### config.mk
export PLATFORM = sky130hd
export DESIGN_NAME = aux_xact_sequencer
export DESIGN_NICKNAME = d
export VERILOG_FILES = /design/src/rtl/aux_seq_pkg.sv /design/src/rtl/aux_us_delay.sv /design/src/rtl/aux_div_select.sv /design/src/rtl/aux_status_judge.sv /design/src/rtl/aux_xact_sequencer.sv
export SDC_FILE = /design/constraint.sdc
export NUM_CORES = 1
export LEC_CHECK = 0
export BUFFER_PORTS_ARGS = -buffer_cell sky130_fd_sc_hd__buf_4
export CAP_MARGIN = 20
export CORE_ASPECT_RATIO = 1.75
export CORE_MARGIN = 2
export CORE_UTILIZATION = 50
export CTS_CLUSTER_DIAMETER = 50
export DETAILED_ROUTE_END_ITERATION = 7
export GPL_TIMING_DRIVEN = 0
export PLACE_DENSITY = 0.82
export SLEW_MARGIN = 10
export SYNTH_ARGS = -nofsm -noshare
export SYNTH_HDL_FRONTEND = slang
export SYNTH_SLANG_ARGS = --single-unit
### constraint.sdc
create_clock -name clk -period 3 [get_ports clk]
set_input_delay 0.15 -clock clk [delete_from_list [all_inputs] [get_ports clk]]
set_output_delay 0.15 -clock clk [all_outputs]
set_load 0.05 [all_outputs]
### src/rtl/aux_seq_pkg.sv
package aux_seq_pkg;
  parameter int unsigned STAT_SIZE_W = 5;

  typedef enum logic [2:0] {
    RES_OK      = 3'd0,
    RES_BUSY    = 3'd1,
    RES_TIMEOUT = 3'd2,
    RES_IOERR   = 3'd3,
    RES_TOOBIG  = 3'd4
  } aux_result_e;

  typedef struct packed {
    logic                   done;
    logic                   tmo;
    logic                   rxe;
    logic [STAT_SIZE_W-1:0] size;
  } aux_stat_t;
endpackage

### src/rtl/aux_us_delay.sv
module aux_us_delay #(
  parameter int unsigned CLK_MHZ = 50,
  parameter int unsigned US_W    = 11
) (
  input  logic            clk,
  input  logic            rst_n,
  input  logic            load,
  input  logic [US_W-1:0] load_us,
  output logic            expired
);
  localparam int unsigned PRE_W = (CLK_MHZ > 1) ? $clog2(CLK_MHZ) : 1;

  logic [PRE_W-1:0] pre_q, pre_d;
  logic [US_W-1:0]  rem_q, rem_d;
  logic             tick;

  assign tick = (pre_q == PRE_W'(CLK_MHZ - 1));

  always_comb begin
    if (load) begin
      pre_d = '0;
      rem_d = load_us;
    end else begin
      pre_d = tick ? '0 : pre_q + 1'b1;
      rem_d = (tick && rem_q != '0) ? rem_q - 1'b1 : rem_q;
    end
  end

  always_ff @(posedge clk or negedge rst_n) begin
    if (!rst_n) begin
      pre_q <= '0;
      rem_q <= '0;
    end else begin
      pre_q <= pre_d;
      rem_q <= rem_d;
    end
  end

  assign expired = (rem_q == '0);

  AST_DELAY_MONOTONE: assert property (@(posedge clk) disable iff (!rst_n)
    (!load && rem_q != '0) |=> (rem_q <= $past(rem_q)));
endmodule

### src/rtl/aux_div_select.sv
module aux_div_select #(
  parameter int unsigned NDIV  = 4,
  parameter int unsigned DIV_W = 8,
  parameter int unsigned IDX_W = $clog2(NDIV + 1)
) (
  input  logic [NDIV*DIV_W-1:0] table_i,
  input  logic [IDX_W-1:0]      idx_i,
  output logic [DIV_W-1:0]      div_o,
  output logic                  list_end_o
);
  logic [DIV_W-1:0] ent [NDIV];

  for (genvar g = 0; g < NDIV; g++) begin : g_ent
    assign ent[g] = table_i[g*DIV_W +: DIV_W];
  end

  always_comb begin
    div_o = '0;
    for (int k = 0; k < NDIV; k++) begin
      if (idx_i == IDX_W'(k)) div_o = ent[k];
    end
  end

  assign list_end_o = (div_o == '0);
endmodule

### src/rtl/aux_status_judge.sv
module aux_status_judge
  import aux_seq_pkg::*;
#(
  parameter int unsigned MAX_BYTES = 20,
  parameter int unsigned CNT_W     = STAT_SIZE_W
) (
  input  aux_stat_t         stat_i,
  input  logic [CNT_W-1:0]  cap_i,
  output aux_result_e       res_o,
  output logic [CNT_W-1:0]  len_o
);
  logic size_bad;
  assign size_bad = (stat_i.size == '0) || (stat_i.size > CNT_W'(MAX_BYTES));

  always_comb begin
    len_o = '0;
    if (!stat_i.done)      res_o = RES_BUSY;
    else if (stat_i.rxe)   res_o = RES_IOERR;
    else if (stat_i.tmo)   res_o = RES_TIMEOUT;
    else if (size_bad)     res_o = RES_BUSY;
    else begin
      res_o = RES_OK;
      len_o = (stat_i.size > cap_i) ? cap_i : stat_i.size;
    end
  end
endmodule

### src/rtl/aux_xact_sequencer.sv
module aux_xact_sequencer
  import aux_seq_pkg::*;
#(
  parameter int unsigned CLK_MHZ     = 50,
  parameter int unsigned NDIV        = 4,
  parameter int unsigned DIV_W       = 8,
  parameter int unsigned MAX_BYTES   = 20,
  parameter int unsigned MAX_TRIES   = 5,
  parameter int unsigned POLL_READS  = 3,
  parameter int unsigned POLL_GAP_US = 1000,
  parameter int unsigned BACKOFF_US  = 400
) (
  input  logic                  clk,
  input  logic                  rst_n,
  input  logic                  start_i,
  input  logic [4:0]            tx_cnt_i,
  input  logic [4:0]            rx_cap_i,
  input  logic [NDIV*DIV_W-1:0] div_table_i,
  input  logic                  chan_busy_i,
  input  logic                  chan_done_i,
  input  logic                  chan_tmo_i,
  input  logic                  chan_rxe_i,
  input  logic [4:0]            chan_size_i,
  output logic                  launch_o,
  output logic [DIV_W-1:0]      launch_div_o,
  output logic [4:0]            launch_len_o,
  output logic                  clear_o,
  output logic                  busy_o,
  output logic                  done_o,
  output logic [2:0]            result_o,
  output logic [4:0]            rx_len_o
);
  localparam int unsigned CNT_W   = STAT_SIZE_W;
  localparam int unsigned IDX_W   = $clog2(NDIV + 1);
  localparam int unsigned TRY_W   = (MAX_TRIES > 1) ? $clog2(MAX_TRIES) : 1;
  localparam int unsigned POLL_W  = (POLL_READS > 1) ? $clog2(POLL_READS) : 1;
  localparam int unsigned TMR_MAX = (POLL_GAP_US > BACKOFF_US) ? POLL_GAP_US : BACKOFF_US;
  localparam int unsigned TMR_W   = $clog2(TMR_MAX + 1);

  typedef enum logic [3:0] {
    S_IDLE, S_POLL, S_GAP, S_CHECK, S_SELECT,
    S_LAUNCH, S_SETTLE, S_WAIT, S_CLEAR, S_BACKOFF
  } seq_state_e;

  seq_state_e        state_q, state_d;
  logic [POLL_W-1:0] poll_q, poll_d;
  logic [TRY_W-1:0]  try_q, try_d;
  logic [IDX_W-1:0]  idx_q, idx_d;
  logic [CNT_W-1:0]  tx_q, tx_d, cap_q, cap_d;
  aux_stat_t         stat_q, stat_d;
  aux_result_e       res_q, res_d;
  logic [CNT_W-1:0]  len_q, len_d;
  logic              done_q, done_d;

  logic              tmr_load, tmr_expired;
  logic [TMR_W-1:0]  tmr_us;
  logic [DIV_W-1:0]  cur_div;
  logic              list_end;
  aux_result_e       judge_res;
  logic [CNT_W-1:0]  judge_len;

  aux_us_delay #(.CLK_MHZ(CLK_MHZ), .US_W(TMR_W)) u_delay (
    .clk(clk), .rst_n(rst_n), .load(tmr_load), .load_us(tmr_us), .expired(tmr_expired)
  );

  aux_div_select #(.NDIV(NDIV), .DIV_W(DIV_W), .IDX_W(IDX_W)) u_divsel (
    .table_i(div_table_i), .idx_i(idx_q), .div_o(cur_div), .list_end_o(list_end)
  );

  aux_status_judge #(.MAX_BYTES(MAX_BYTES), .CNT_W(CNT_W)) u_judge (
    .stat_i(stat_q), .cap_i(cap_q), .res_o(judge_res), .len_o(judge_len)
  );

  always_comb begin
    state_d  = state_q;
    poll_d   = poll_q;
    try_d    = try_q;
    idx_d    = idx_q;
    tx_d     = tx_q;
    cap_d    = cap_q;
    stat_d   = stat_q;
    res_d    = res_q;
    len_d    = len_q;
    done_d   = 1'b0;
    tmr_load = 1'b0;
    tmr_us   = '0;
    launch_o = 1'b0;
    clear_o  = 1'b0;

    unique case (state_q)
      S_IDLE: begin
        if (start_i) begin
          tx_d    = tx_cnt_i;
          cap_d   = rx_cap_i;
          poll_d  = '0;
          stat_d  = '0;
          state_d = S_POLL;
        end
      end
      S_POLL: begin
        if (!chan_busy_i) begin
          state_d = S_CHECK;
        end else if (poll_q == POLL_W'(POLL_READS - 1)) begin
          res_d = RES_BUSY; len_d = '0; done_d = 1'b1; state_d = S_IDLE;
        end else begin
          poll_d   = poll_q + 1'b1;
          tmr_load = 1'b1;
          tmr_us   = TMR_W'(POLL_GAP_US);
          state_d  = S_GAP;
        end
      end
      S_GAP: if (tmr_expired) state_d = S_POLL;
      S_CHECK: begin
        if (tx_q > CNT_W'(MAX_BYTES) || cap_q > CNT_W'(MAX_BYTES)) begin
          res_d = RES_TOOBIG; len_d = '0; done_d = 1'b1; state_d = S_IDLE;
        end else begin
          idx_d = '0; try_d = '0; state_d = S_SELECT;
        end
      end
      S_SELECT: begin
        if (list_end) begin
          res_d = judge_res; len_d = judge_len; done_d = 1'b1; state_d = S_IDLE;
        end else begin
          state_d = S_LAUNCH;
        end
      end
      S_LAUNCH: begin
        launch_o = 1'b1;
        state_d  = S_SETTLE;
      end
      S_SETTLE: state_d = S_WAIT;
      S_WAIT: begin
        if (!chan_busy_i) begin
          stat_d  = '{done: chan_done_i, tmo: chan_tmo_i, rxe: chan_rxe_i, size: chan_size_i};
          state_d = S_CLEAR;
        end
      end
      S_CLEAR: begin
        clear_o = 1'b1;
        if (stat_q.tmo) begin
          state_d = S_SELECT;
          if (try_q == TRY_W'(MAX_TRIES - 1)) begin try_d = '0; idx_d = idx_q + 1'b1; end
          else try_d = try_q + 1'b1;
        end else if (stat_q.rxe) begin
          tmr_load = 1'b1;
          tmr_us   = TMR_W'(BACKOFF_US);
          state_d  = S_BACKOFF;
        end else if (stat_q.done) begin
          res_d = judge_res; len_d = judge_len; done_d = 1'b1; state_d = S_IDLE;
        end else begin
          state_d = S_SELECT;
          if (try_q == TRY_W'(MAX_TRIES - 1)) begin try_d = '0; idx_d = idx_q + 1'b1; end
          else try_d = try_q + 1'b1;
        end
      end
      S_BACKOFF: begin
        if (tmr_expired) begin
          state_d = S_SELECT;
          if (try_q == TRY_W'(MAX_TRIES - 1)) begin try_d = '0; idx_d = idx_q + 1'b1; end
          else try_d = try_q + 1'b1;
        end
      end
      default: state_d = S_IDLE;
    endcase
  end

  always_ff @(posedge clk or negedge rst_n) begin
    if (!rst_n) begin
      state_q <= S_IDLE;
      poll_q  <= '0;
      try_q   <= '0;
      idx_q   <= '0;
      tx_q    <= '0;
      cap_q   <= '0;
      stat_q  <= '0;
      res_q   <= RES_OK;
      len_q   <= '0;
      done_q  <= 1'b0;
    end else begin
      state_q <= state_d;
      poll_q  <= poll_d;
      try_q   <= try_d;
      idx_q   <= idx_d;
      tx_q    <= tx_d;
      cap_q   <= cap_d;
      stat_q  <= stat_d;
      res_q   <= res_d;
      len_q   <= len_d;
      done_q  <= done_d;
    end
  end

  assign launch_div_o = cur_div;
  assign launch_len_o = tx_q;
  assign busy_o       = (state_q != S_IDLE);
  assign done_o       = done_q;
  assign result_o     = res_q;
  assign rx_len_o     = len_q;

  AST_LAUNCH_IN_RANGE: assert property (@(posedge clk) disable iff (!rst_n)
    launch_o |-> (tx_q <= CNT_W'(MAX_BYTES) && cap_q <= CNT_W'(MAX_BYTES)));
  AST_LAUNCH_DIV_NONZERO: assert property (@(posedge clk) disable iff (!rst_n)
    launch_o |-> (launch_div_o != '0));
  AST_CLEAR_AFTER_IDLE: assert property (@(posedge clk) disable iff (!rst_n)
    clear_o |-> $past(!chan_busy_i));
  AST_BACKOFF_HOLDS: assert property (@(posedge clk) disable iff (!rst_n)
    (state_q == S_BACKOFF && !tmr_expired) |=> (state_q == S_BACKOFF));
  AST_DONE_SINGLE: assert property (@(posedge clk) disable iff (!rst_n)
    done_o |=> !done_o);
  AST_OK_LEN_LEGAL: assert property (@(posedge clk) disable iff (!rst_n)
    (done_o && result_o == RES_OK) |-> (rx_len_o != '0 && rx_len_o <= cap_q));
endmodule

# After elaboration in Yosys (flattened, before gate mapping)
# Index checks and enable logic that the tools add are counted.
op_classes:
  addsub: 5
  magnitude_cmp: 4
  n_eq_ne: 30
  muxes: 85
  n_reduce_logical: 21
op_table:
  columns: ["operator", "n"]
  rows:
  - ["2-to-1 mux 3 bit", 24]
  - ["2-to-1 mux 5 bit", 12]
  - ["2-to-1 mux 8 bit", 6]
  - ["2-to-1 mux 10 bit", 4]
  - ["one-hot mux 4 bit (10 select lines)", 1]
  - ["!= test 2 bit (second input constant)", 13]
  - ["2-to-1 mux 4 bit", 6]
  - ["one-hot mux 10 bit (2 select lines)", 1]
  - ["one-hot mux 5 bit (4 select lines)", 1]
  - ["2-to-1 mux 9 bit", 2]
  - ["one-hot mux 3 bit (3 select lines)", 2]
  - ["== test 4 x 3 -> 1 bit (second input constant)", 4]
  - ["one-hot mux 8 bit (2 select lines)", 1]
  - ["> comparator 5 bit (second input constant)", 3]
  - ["2-to-1 mux 1 bit", 14]
  - ["2-to-1 mux 6 bit", 2]
  - ["one-hot mux 3 bit (4 select lines)", 1]
  - ["zero test 10 bit", 1]
  - ["2-to-1 mux 2 bit", 5]
  - ["nonzero test 10 bit", 1]
  - ["subtractor 10 x 1 -> 10 bit (second input constant)", 1]
  - ["== test 4 x 2 -> 1 bit (second input constant)", 2]
  - ["== test 4 bit (second input constant)", 2]
  - ["zero test 8 bit", 1]
  - ["27 further kinds", 35]
totals:
  reg_bits: 55
  input_bits: 54
  word_cells: 160

# Depth between registers and ports, before layout
logic_depth:
  word_depth: 10
  ltp_mapped: 10
  mapped_depth_nobuf: 8

# Hierarchy
# Synthesis repeated with hierarchy kept, for this count alone.
hier_totals:
  cells_unflattened: 394
  area_unflattened_um2: 3732.3
modules_own_cells:
  columns: ["module", "instances", "cells_each", "area_each_um2", "seq_area_each_um2"]
  rows:
  - ["aux_xact_sequencer", 1, 210, 2129.5, 975.9]
  - ["aux_us_delay", 1, 97, 918.4, 400.4]
  - ["aux_div_select", 1, 44, 354.1, 0.0]
  - ["aux_status_judge", 1, 43, 330.3, 0.0]

# Worst setup path before layout
# Ideal clock, no wire load.
synth_timing:
  path_type: "reg-to-reg"
  startpoint: "register idx_q[0]"
  endpoint: "register len_q[4] (netlist: rx_len_o[4])"
  setup_ns: 0.127
  t_arrival_ns: 3.220
  t_required_ns: 2.873
  slack_ns: -0.347
  stages_incl_launch_ff: 10
  path_buffers: 1
  cell_sequence: "dfrtp_1 -> ha_1 -> ha_1 -> clkbuf_1 -> nor2_1 -> o21ai_0 -> o21ai_0 -> or4_4 -> o31ai_4 -> mux2_1"
synth_via:
  elab_chain_cells: 8
synth_rtl:
  columns: ["item", "line_no", "text"]
  rows:
  - ["start: declaration", "aux_xact_sequencer.sv:48", "logic [IDX_W-1:0] idx_q, idx_d;"]
  - ["start signal: assignment", "aux_xact_sequencer.sv:183", "idx_q <= idx_d;"]
  - ["zero test 3 bit", "aux_div_select.sv:20", "if (idx_i == IDX_W'(k)) div_o = ent[k];"]
  - ["2-to-1 mux 8 bit (3 in series)", "aux_div_select.sv:20", null]
  - ["2-to-1 mux 8 bit (*)", "aux_div_select.sv:20", null]
  - ["named net launch_div_o[4]", "aux_xact_sequencer.sv:25", "output logic [DIV_W-1:0] launch_div_o,"]
  - ["zero test 8 bit (*)", "aux_div_select.sv:24", "assign list_end_o = (div_o == '0);"]
  - ["!= test 2 bit (no source line) (*)", null, null]
  - ["AND reduction 8 bit (no source line) (*)", null, null]
  - ["end signal: assignment", "aux_xact_sequencer.sv:188", "len_q <= len_d;"]
  - ["end: declaration", "aux_xact_sequencer.sv:52", "logic [CNT_W-1:0] len_q, len_d;"]
# Mark *: on every way through the listed nets, which the timed path passes. The rest lies on a longest branch.
# A chain may end at the register's enable or synchronous reset.

# Worst setup path in the final report
layout_timing:
  startpoint: "register idx_q[1]"
  endpoint: "register len_q[0] (netlist: rx_len_o[0])"
layout_via:
  elab_chain_cells: 8
layout_rtl:
  columns: ["item", "line_no"]
  rows:
  - ["zero test 3 bit", "aux_div_select.sv:20"]
  - ["2-to-1 mux 8 bit (3 in series)", "aux_div_select.sv:20"]
  - ["2-to-1 mux 8 bit (*)", "aux_div_select.sv:20"]
  - ["zero test 8 bit (*)", "aux_div_select.sv:24"]
  - ["!= test 2 bit (no source line) (*)", null]
  - ["AND reduction 8 bit (no source line) (*)", null]
# Every way passes the cells marked *; elsewhere a longest branch is shown, timed or not.

==> reports/metrics.csv <==
stage;metric;value;unit
layout;finalNonFillerCells;518;
floorplan;rows;38;
global_route;grt.overflow.total;0;
floorplan;die_area;0.00718;mm2
placement;port_buffers;77;
status;status;finished, final reports clean;
power;power_leakage;1.86;nW
power;power;3.22;mW
clock_network;root_buffer;clkbuf_8;
route;vias;2895;
floorplan;die_y;111;um
clock_network;clock_path_buffers;2;
timing;finalHoldViolCount;0;
logic_synthesis;yosysSeqAreaShare;42.4;%
setup_path;worst-r2r-setup-slack;0.13;ns
logic_synthesis;synth-async-reset-ratio;100;%
min_path;whs_path_depth;3;
timing;slew_viol_final;0;
timing;timing.final.crit_period;2.87;ns
layout;nets;507;
logic_synthesis;syn-num-nets;423;
logic_synthesis;syn_avg_cell_area;9.19;um2
layout;drive_gt1_share;27.6;%
timing;tightest_slew;0.704;ns
route;drc_errors;0;
min_path;min_to;stat_q[4]$_DFFE_PN0P_;
logic_synthesis;synth_cells;353;
setup_path;critPathMaxFanout;9;
layout;postLayoutCellArea;0.00410;mm2
floorplan;initial_core_util;52.1;%
global_route;antenna_found_initial;0;
route;finalWirelength;7.90;mm
clock_network;path_clk_slew;0.09;ns
layout;syn_to_final_growth;26.4;%
power;power_density;785;mW/mm2
logic_synthesis;yosys_warnings;0;
timing;timing.slew.headroom;52.9;%
min_path;worstHoldStart;chan_size_i[4];
clock_network;clk_latency;0.32;ns
setup_path;rr_worst_depth;11;
logic_synthesis;ys_ff_latch;55;
logic_synthesis;synth.distinct_cells;48;
global_route;grt_pass1_vias;2989;
timing;setup-violations-final;0;
route;via_per_inst;5.59;
setup_path;required;3.20;ns
placement;routabilityCongestion;0.832;
timing;skew;0.0123;ns
setup_path;end_kind;register;
global_route;grt_max_degree;56;
timing;fmax;349;MHz
logic_synthesis;synth_area;0.00325;mm2
layout;antenna_cells;0;
clock_network;cts_made_buffers;5;
logic_synthesis;synth_flop_cell;dfrtp_1;
setup_path;r2r-end;rx_len_o[0]$_DFFE_PN0P_;
clock_network;cts_sinks;55;
setup_path;cp.arrival;3.07;ns
min_path;hp-class;primary input to register;
placement;dpl_cell_area;0.00394;mm2
run;cap_violations;0;
clock_network;tritoncts;built;
power;vdd_ir_drop_max;0.779;mV
placement;dp.cells;510;
logic_synthesis;synth_edf_count;0;
global_route;grt_pass1_wl;13.1;mm
setup_path;r2r-start;idx_q[1]$_DFFE_PN0P_;
global_route;track_usage;22.9;%
route;drt.antenna.violating_nets;0;
route;drt_first_iter_violations;105;
floorplan;ioPinCount;79;
placement;place_hpwl;6.08;mm
setup_path;criticalPathCategory;register to register;
floorplan;core;0.00623;mm2
route;dr.pass1.iters;4;
route;routedWlPerCell;15.3;um
setup_path;startpoint_type;register;
clock_network;htreeDepth;2;
floorplan;dieWidth;64.9;um
timing;period_share;95.5;%
-- what timing repair did --
action,CTS,global route
hold endpoints to repair,55,0
buffers inserted,1,0
hold buffers,1,0
pin swaps,1,0
endpoints found under the setup margin,7,7
resized for setup,0,7
-- cells by family (layout without fill, tap and decap cells) --
logic type               count (synthesis)  after routing  synth area share (%)
AO/OA/AOI/OAI                           74             74                  14.9
XOR/XNOR                                13             13                  3.51
adder cells (fa/ha/maj)                 16             16                  6.17
buffers and inverters                   30            115                  3.82
flip-flops                              55             55                  42.4
multiplexers                            28             28                  9.37
AND/OR/NAND/NOR                        137            137                  19.8
-- worst max path at each step --
stage	to	start	cells past startpoint
2_1_floorplan	result_o[0]$_DFFE_PN0P_	idx_q[1]$_DFFE_PN0P_	10
6_report	rx_len_o[0]$_DFFE_PN0P_	idx_q[1]$_DFFE_PN0P_	11
3_5_place_dp	result_o[1]$_DFFE_PN0P_	idx_q[0]$_DFFE_PN0P_	9
5_1_grt	rx_len_o[0]$_DFFE_PN0P_	idx_q[1]$_DFFE_PN0P_	11
3_3_place_gp	result_o[1]$_DFFE_PN0P_	idx_q[0]$_DFFE_PN0P_	9
4_1_cts	rx_len_o[0]$_DFFE_PN0P_	idx_q[0]$_DFFE_PN0P_	10
-- final cells by class --
class                      count  area, um2
fill                         537       2130
tap                           80        100
clock buffer                   8        100
inverter                      19       71.3
sequential                    55       1380
buffer                         9       48.8
multi-input combinational    268       1800
timing repair buffer          79        608
-- where the power goes --
part | internal [mW] | switching, mW
combinational | 0.663 | 1.00
sequential | 0.933 | 0.170
clock | 0.211 | 0.242
-- per-stage QoR --
step | setup slack (ns) | util (%) | setup TNS [ns] | hold WS, ns
after floorplan | 0.00478 | - | 0 | -0.146
after CTS | 0.0508 | 65.3 | 0 | 0.0470
after global routing | -0.00682 | 65.9 | -0.00682 | 0.0576
after detailed placement | -0.142 | 63.3 | -0.900 | 0.245
final | 0.134 | 65.9 | 0 | 0.0508
after global placement | -0.109 | 63.3 | -0.736 | 0.235
-- worst max-delay path, stage by stage (launching register included) --
cell,delay (ns)
dfrtp_1,0.41
inv_1,0.10
ha_1,0.16
buf_6,0.16
nor2b_1,0.06
buf_6,0.14
a221oi_1,0.26
o21ai_1,0.15
or4_4,0.53
o31ai_4,0.28
buf_12,0.16
mux2_2,0.33
-- cell usage after synthesis, drive strengths merged, types with 2 or more instances --
master,n,share of area [%]
nand3,15,2.3
or3,2,0.39
mux2i,9,2.8
o211ai,2,0.46
or4,4,1.2
buf,5,0.93
a221oi,8,2.2
nor2b,7,1.3
a21oi,9,1.4
nor4,3,0.58
a22o,3,0.81
nand2,45,5.2
o21a,5,1.2
nand3b,2,0.46
o31ai,2,0.89
nor3,4,0.62
xnor2,11,3.0
nand2b,3,0.58
mux2,19,6.6
inv,19,2.2
ha,16,6.2
and3,2,0.39
dfrtp,55,42
o31a,2,0.54
nor2,40,4.6
o21bai,2,0.46
and2,2,0.39
nand4,3,0.58
nor3b,2,0.46
clkbuf,6,0.69
xor2,2,0.54
o21ai,34,5.2
-- registers in the layout (all words and copies together), names as in the netlist --
signal and flops:
cap_q 5, done_o 1, idx_q 3, launch_len_o 5
poll_q 2, result_o 3, rx_len_o 5, stat_q 8
state_q 4, try_q 3, u_delay.pre_q 6, u_delay.rem_q 10
-- routing by layer --
| layer | wire length [um] | track usage, % | part of all wire [%] |
|---|---|---|---|
| met1 | 2880 | 23.9 | 36 |
| met2 | 4410 | 43.8 | 56 |
| met3 | 479 | 4.48 | 6.1 |
| met4 | 132 | 7.09 | 1.7 |
| met5 | 0 | 0 | 0 |
-- placed cells by master (no fill, tap or decap), types with 6 or more instances in the layout --
master | Yosys | layout
a21oi_1 | 9 | 9
mux2_2 | 18 | 18
clkbuf_1 | 6 | 6
nand2_1 | 45 | 45
mux2i_1 | 9 | 9
nor2b_1 | 7 | 7
dfrtp_1 | 55 | 55
clkbuf_8 | 0 | 7
ha_1 | 16 | 15
o21ai_0 | 30 | 24
nor2_1 | 40 | 40
xnor2_1 | 11 | 11
buf_4 | 1 | 77
nand3_1 | 15 | 15
inv_1 | 19 | 19
(Power assumes the default switching activity.)
